$ cat src/rtl/fcd_pkg.sv
package fcd_pkg;

   // Bits needed to hold a run length that saturates at "limit".
   function automatic int run_width(input int limit);
      return $clog2(limit + 1);
   endfunction

endpackage

$ cat src/rtl/fcd_sync.sv
module fcd_sync #(
   parameter int STAGES = 2
) (
   input  logic clk,
   input  logic rst_n,
   input  logic din,
   output logic dout,
   output logic dvalid
);

   generate
      if (STAGES < 2) begin : g_bad_stages
         $error("fcd_sync: STAGES must be at least 2");
      end
   endgenerate

   // The data chain and a parallel validity chain. The validity chain marks
   // when dout holds a real sample rather than the reset value.
   logic [STAGES-1:0] data_q;
   logic [STAGES-1:0] vld_q;

   always_ff @(posedge clk or negedge rst_n) begin
      if (!rst_n) begin
         data_q <= '0;
         vld_q  <= '0;
      end else begin
         data_q <= {data_q[STAGES-2:0], din};
         vld_q  <= {vld_q[STAGES-2:0], 1'b1};
      end
   end

   assign dout   = data_q[STAGES-1];
   assign dvalid = vld_q[STAGES-1];

endmodule

$ cat src/rtl/fcd_run.sv
module fcd_run #(
   parameter int LIMIT = 4,
   parameter int W     = 3
) (
   input  logic         clk,
   input  logic         rst_n,
   input  logic         smp,
   input  logic         smp_vld,
   output logic         chg,
   output logic [W-1:0] run_q,
   output logic [W-1:0] run_nxt
);

   localparam logic [W-1:0] SAT = W'(LIMIT);
   localparam logic [W-1:0] ONE = W'(1);

   generate
      if (LIMIT < 2) begin : g_bad_limit
         $error("fcd_run: LIMIT must be at least 2");
      end
      if ((1 << W) <= LIMIT) begin : g_bad_width
         $error("fcd_run: W too narrow for LIMIT");
      end
   endgenerate

   logic prev_q;
   logic prev_vld_q;

   // A change only counts when both compared values are real samples.
   assign chg = smp_vld & prev_vld_q & (smp ^ prev_q);

   always_comb begin
      if (chg)
         run_nxt = ONE;
      else if (run_q == SAT)
         run_nxt = SAT;
      else
         run_nxt = run_q + ONE;
   end

   always_ff @(posedge clk or negedge rst_n) begin
      if (!rst_n) begin
         prev_q     <= 1'b0;
         prev_vld_q <= 1'b0;
         run_q      <= SAT;
      end else begin
         prev_q     <= smp;
         prev_vld_q <= smp_vld;
         run_q      <= run_nxt;
      end
   end

   assert_restart_R2: assert property (@(posedge clk) disable iff (!rst_n)
      (smp_vld && prev_vld_q && (smp != prev_q)) |=> (run_q == ONE));

   assert_no_wrap_R6: assert property (@(posedge clk) disable iff (!rst_n)
      (run_q == SAT && !chg) |=> (run_q == SAT));

endmodule

$ cat src/rtl/fcd_permit.sv
module fcd_permit #(
   parameter int LIMIT = 4,
   parameter int W     = 3
) (
   input  logic         clk,
   input  logic         rst_n,
   input  logic [W-1:0] run_nxt,
   output logic         ok
);

   localparam logic [W-1:0] SAT = W'(LIMIT);

   always_ff @(posedge clk or negedge rst_n) begin
      if (!rst_n)
         ok <= 1'b0;
      else
         ok <= (run_nxt < SAT);
   end

endmodule

$ cat src/rtl/flowctl_run_decoder.sv
module flowctl_run_decoder #(
   parameter int SYNC_STAGES = 2,
   parameter int STOP_RUN    = 4,
   parameter bit STATUS_EN   = 1'b1,
   localparam int RUN_W      = fcd_pkg::run_width(STOP_RUN)
) (
   input  logic             clk,
   input  logic             rst_n,
   input  logic             fc_raw,
   output logic             send_ok,
   output logic [RUN_W-1:0] run_len
);

   localparam logic [RUN_W-1:0] SAT = RUN_W'(STOP_RUN);

   generate
      if (SYNC_STAGES < 2) begin : g_bad_sync
         $error("flowctl_run_decoder: SYNC_STAGES must be at least 2");
      end
      if (STOP_RUN < 2) begin : g_bad_stop
         $error("flowctl_run_decoder: STOP_RUN must be at least 2");
      end
   endgenerate

   logic             smp;
   logic             smp_vld;
   logic             chg;
   logic [RUN_W-1:0] run_q;
   logic [RUN_W-1:0] run_nxt;

   fcd_sync #(.STAGES(SYNC_STAGES)) u_sync (
      .clk    (clk),
      .rst_n  (rst_n),
      .din    (fc_raw),
      .dout   (smp),
      .dvalid (smp_vld)
   );

   fcd_run #(.LIMIT(STOP_RUN), .W(RUN_W)) u_run (
      .clk     (clk),
      .rst_n   (rst_n),
      .smp     (smp),
      .smp_vld (smp_vld),
      .chg     (chg),
      .run_q   (run_q),
      .run_nxt (run_nxt)
   );

   fcd_permit #(.LIMIT(STOP_RUN), .W(RUN_W)) u_permit (
      .clk     (clk),
      .rst_n   (rst_n),
      .run_nxt (run_nxt),
      .ok      (send_ok)
   );

   generate
      if (STATUS_EN) begin : g_status
         assign run_len = run_q;
      end else begin : g_no_status
         assign run_len = '0;
      end
   endgenerate

   // The permit register and the run counter are separate flops; check that they agree.
   assert_permit_short_R4: assert property (@(posedge clk) disable iff (!rst_n)
      send_ok |-> (run_q < SAT));

   assert_stop_at_limit_R5: assert property (@(posedge clk) disable iff (!rst_n)
      (run_q == SAT - 1 && !chg) |=> !send_ok);

   assert_idle_blocks_R3: assert property (@(posedge clk) disable iff (!rst_n)
      (run_q == SAT) |-> !send_ok);

   assert_resume_R8: assert property (@(posedge clk) disable iff (!rst_n)
      chg |=> send_ok);

endmodule

$ cat config.mk
export PLATFORM = sky130hd
export DESIGN_NAME = flowctl_run_decoder
export DESIGN_NICKNAME = d
export VERILOG_FILES = /design/src/rtl/fcd_pkg.sv /design/src/rtl/fcd_sync.sv /design/src/rtl/fcd_run.sv /design/src/rtl/fcd_permit.sv /design/src/rtl/flowctl_run_decoder.sv
export SDC_FILE = /design/constraint.sdc
export NUM_CORES = 1
export LEC_CHECK = 0
export BUFFER_PORTS_ARGS = -buffer_cell sky130_fd_sc_hd__buf_2
export CAP_MARGIN = 20
export CORE_AREA = 5 5 42 44
export DETAILED_ROUTE_END_ITERATION = 6
export DIE_AREA = 0 0 47 49
export PLACE_DENSITY_LB_ADDON = 0.2
export SYNTH_ARGS = -nofsm -noshare
export SYNTH_HDL_FRONTEND = slang
export SYNTH_SLANG_ARGS = --single-unit
$ cat constraint.sdc
create_clock -name clk -period 1.35 [get_ports clk]
set_input_delay 0.0675 -clock clk [delete_from_list [all_inputs] [get_ports clk]]
set_output_delay 0.0675 -clock clk [all_outputs]
set_load 0.1 [all_outputs]
==> run metrics, run 1 <==
CP endpoint kind output port; Setup violations, final 0; DR WL/cell 11.6 um; max cap viols 0; Slowest-stage cell, CP dfrtp_4; commonest non-fill, non-tap cell in the layout dfrtp_1; antenna viol nets, final 0; Remaining Overflow, GRT 0; Avg Cell Area, Syn 15.4 um^2; vias in the first global route 257; Iteration-0 DRC Markers 0; Core Box Area 1400 um^2; Die Y 49 um; area delta synth->final 32.7%; final period utilization 0.876; pin count of the biggest net entering global routing 11; crit-path max FO 4; dpl cell area 425 um^2; first-pass GRT wire length 1040 um; CTS Buffer Depth 2; CP Buf/Inv Count 1; initial core utilization 0.254; total global-route track usage 0.0670; CTS tree yes; CTS Sinks 10; CTS resizes 0; GP Congestion 0.650; Worst Clk Skew 0.00700 ns; endpoints failing hold 0; Cells after Synth 23; clock slew at reported path FFs 0.06 ns; element type at the critical path start register; antenna violations before repair 0; drt pass-1 iters 1; Vias/cell 4.29; crit path kind reg2out; number of setup buffers added after CTS 0; critical path's top delay family flip-flops; Total Nets Final 41; most frequent cells in the layout 7 x dfrtp_1, 5 x buf_2, 3 x clkbuf_4; Netlist cell types 13; status complete, no violations; total routed wirelength 590 um; cell count after placement 45; n_diodes 0; Max H-tree Level 1; Layout Cell Area excl Fill 472 um^2; vias 219; post-route insts no fill 51; synthesized area 355 um^2; Worst-Skew Late Latency 0.26 ns; die area 2300 um^2; Seq/Total Area, Yosys 0.708; Hold Buf Count CTS 2; slowest stage delay, CP 0.43 ns; FF+latch count, synth 10; DP Wirelength 458 um; clk root buf clkbuf_4; number of fill cells 151; Setup TNS Final 0 ns; Top Ports 7; crit path time final 1.18 ns; remaining routing DRC violations 0; layout cells sized above 1 0.371; final-report max-slew violation count 0; CTS buffer count 3; syn_nets 28; WP data arrival 1.11 ns; Hold Crit Class in2async; RSZ-0062 raised after global routing no; Fmax 0.846 GHz; Syn. warnings 0; die width 47 um; Critical Path RT 1.28 ns; num rows 14; Buffers on Ports 6; CP cell instances buf_2
sequential cells by signal (all words and copies together) (netlist names):
signal            count
u_run.run_q           3
u_sync.data_q         2
u_permit.ok           1
u_sync.vld_q          2
u_run.prev_q          1
u_run.prev_vld_q      1
synth_stat cells:
cell	number	area share
dfrtp_1	9	0.63
ha_1	2	0.070
inv_1	2	0.021
a21o_1	1	0.021
conb_1	1	0.011
dfstp_2	1	0.074
nand2_1	1	0.011
nand3b_1	1	0.021
o21a_1	1	0.021
o21ai_0	1	0.014
o221a_1	1	0.032
o221ai_1	1	0.025
xnor2_2	1	0.046
worst paths after layout:
check                                      start          endpoint  slack (ns)  cells after the start
min in group clk                u_sync.data_q[0]  u_sync.data_q[1]        0.36                      0
worst min register to register  u_sync.data_q[0]  u_sync.data_q[1]        0.36                      0
worst min-delay path                       rst_n   u_sync.vld_q[0]        0.19                      2
worst max register to register    u_run.run_q[0]       u_permit.ok        0.21                      4
max in group asynchronous                  rst_n    u_run.run_q[2]        0.90                      2
worst max-delay path              u_run.run_q[0]        run_len[0]        0.17                      1
worst reg2reg max path, delay by kind of cell, from the launching register on:
family | cells | cell delay [ns]
DFF | 1 | 0.49
adders and majority gates | 1 | 0.17
and+or+nand+nor | 1 | 0.13
AOI/OAI and AO/OA | 1 | 0.13
buffers and inverters | 1 | 0.07
layout make-up:
class	instances	area, um^2	share of cell area
Clock buffer	4	26.3	0.0557
Inverter	2	7.51	0.0159
Multi-Input combinational cell	11	96.3	0.204
Sequential cell	10	256	0.544
Tap cell	16	20.0	0.0424
Timing Repair Buffer	8	65.1	0.138
cells by family after synthesis:
| kind of cell | Yosys count | share of synthesized area |
|---|---|---|
| other | 1 | 0.0106 |
| buffers and inverters | 2 | 0.0211 |
| AND/OR/NAND/NOR | 2 | 0.0317 |
| AO/OA/AOI/OAI | 5 | 0.113 |
| adder cells (fa/ha/maj) | 2 | 0.0704 |
| flip-flops | 10 | 0.708 |
| XOR/XNOR | 1 | 0.0458 |
layer usage:
layer | up-vias | part of all wire | global-route usage
met5 | - | 0 | 0
met4 | 0 | 0.024 | 0.0691
met3 | 2 | 0.088 | 0.0332
met2 | 9 | 0.49 | 0.0950
met1 | 107 | 0.40 | 0.0638
li1 | 101 | - | -
stage by stage:
stage	setup WS (ns)	util	hold WS (ns)
after detailed placement	0.223	0.304	-0.0608
after CTS	0.152	0.337	0.187
after global routing	0.139	0.337	0.216
after global placement	0.289	0.304	-0.0654
final	0.168	0.337	0.194
after floorplan	0.0268	-	-0.228
Power of run 1 is left out: the tool's default activity adds up to more than one toggle a clock period on the data nets, which glitch-free logic cannot reach.
==> run 2: changes to the inputs <==
ABC_AREA = 1   (was not set)
==> run metrics, run 2 <==
Synth area leader dfrtp_1; flop2flop setup slack 0.38 ns; Critical Path RT 1.28 ns; FF+latch count, synth 10; area delta synth->final 32.9%; final period utilization 0.825; n_diodes 0; synthesized area 377 um^2; Hold Crit Class in2async; Fmax 0.898 GHz; max reg flops 3; number of fill cells 151; top post-synthesis cells by count 9 x dfrtp_1, 8 x inv_1, 8 x nand2_1; Setup violations, final 0; Seq/Total Area, Yosys 0.668; clk root buf clkbuf_4; total global-route track usage 0.0563; layout cells sized above 1 0.391; syn_nets 39; WP data arrival 1.05 ns; antenna viol nets, final 0; CP cell instances buf_2; drt pass-1 iters 1; endpoints failing hold 0; critical path's top delay family buffers and inverters; Post-synth EDFFs 0; Netlist cell types 9; max cap viols 0; CTS Buffer Depth 2; initial core utilization 0.269; status complete, no violations; slowest stage delay, CP 0.42 ns; antenna violations before repair 0; Avg Cell Area, Syn 11.1 um^2; crit-path max FO 3; Buffers on Ports 6; clock slew at reported path FFs 0.06 ns; RSZ-0062 raised after global routing no; Max H-tree Level 1; Synth area leaders dfrtp_1 60%, inv_1 8.0%, nand2_1 8.0%; Core Box Area 1400 um^2; Remaining Overflow, GRT 0; Total Nets Final 52; Worst Clk Skew 0.00125 ns; die width 47 um; Cells after Synth 34; vias 239; Yosys top cell area share 0.598; CP Buf/Inv Count 1; Top Ports 7; Largest Register u_run.run_q; vias in the first global route 251; DP Wirelength 397 um; CTS tree yes; Die Y 49 um; most frequent cells in the layout 8 x inv_1, 8 x nand2_1, 7 x dfrtp_1; crit path time final 1.11 ns; final-report max-slew violation count 0; Worst-Skew Late Latency 0.25 ns; pin count of the biggest net entering global routing 11; Slowest-stage cell, CP buf_2; CP endpoint kind output port; GP Congestion 0.722; Vias/cell 3.85; Synth async-reset ratio 1.00; CTS Sinks 10; Most used DFF post-synth dfrtp_1; CTS resizes 0; Iteration-0 DRC Markers 0; first-pass GRT wire length 945 um; element type at the critical path start register; total routed wirelength 505 um; dpl ws 0.374 ns; Setup TNS Final 0 ns; crit path kind reg2out; remaining routing DRC violations 0; Syn. warnings 0; DR WL/cell 8.15 um; Largest regs u_run.run_q: 3 flops, u_sync.data_q: 2 flops, u_sync.vld_q: 2 flops; most frequent cell after synthesis dfrtp_1; CTS buffer count 3; post-route worst setup slack 0.236 ns; die area 2300 um^2; num rows 14
## run 2: routing by layer
layer  part of all wire  routed length (um)  up-vias  GRT usage
li1                   -                   -      118          -
met1               0.41                 205      117     0.0686
met2               0.55                 276        4     0.0837
met3              0.046                  23        0     0.0111
met4                  0                   0        0     0.0415
met5                  0                   0        -          0
## run 2: worst paths after layout
path,startpoint,endpoint,cells past startpoint
worst max-delay path,u_run.run_q[0],run_len[0],1
worst min-delay path,rst_n,u_sync.data_q[1],2
worst max register to register,u_run.run_q[0],u_permit.ok,5
worst min register to register,u_sync.vld_q[0],u_sync.vld_q[1],0
max in group asynchronous,rst_n,u_run.run_q[2],2
min in group clk,u_sync.vld_q[0],u_sync.vld_q[1],0
## run 2: worst register-to-register path: stages, from the launching register on
cell and delay, ns:
dfrtp_2 0.41, inv_1 0.07, ha_1 0.15, nand2_1 0.08, nand3_2 0.09, nand2_2 0.06
## run 2: kinds of logic (layout without fill, tap and decap cells)
kind of cell	count (synthesis)	count (layout)	synth area share
buf+inv	9	21	0.0897
fa+ha+maj	2	2	0.0664
flops	10	10	0.668
simple gates	12	12	0.166
other cells	1	1	0.00996
## run 2: area by class of cell
cell class | count | area [um^2] | share of cell area
Inverter | 9 | 33.8 | 0.0675
Clock buffer | 4 | 36.3 | 0.0725
Multi-Input combinational cell | 15 | 91.3 | 0.183
Timing Repair Buffer | 8 | 65.1 | 0.130
Tap cell | 16 | 20.0 | 0.0400
Sequential cell | 10 | 254 | 0.508
## run 2: per-stage QoR
step / util / area, um^2 / instances / hold WS (ns)
2_1_floorplan: - / 379 / 34 / -0.228
3_3_place_gp: 0.317 / 444 / 56 / -0.0757
3_5_place_dp: 0.317 / 444 / 56 / -0.0629
4_1_cts: 0.357 / 500 / 62 / 0.194
5_1_grt: 0.357 / 500 / 62 / 0.224
6_report: 0.357 / 500 / 62 / 0.196
## run 2: timing repair
item	in CTS	in global routing
buffers inserted	0	0
endpoints found under the hold margin	11	0
hold buffers	2	0
setup endpoints to repair	0	0
Power of run 2 is left out for the same reason.
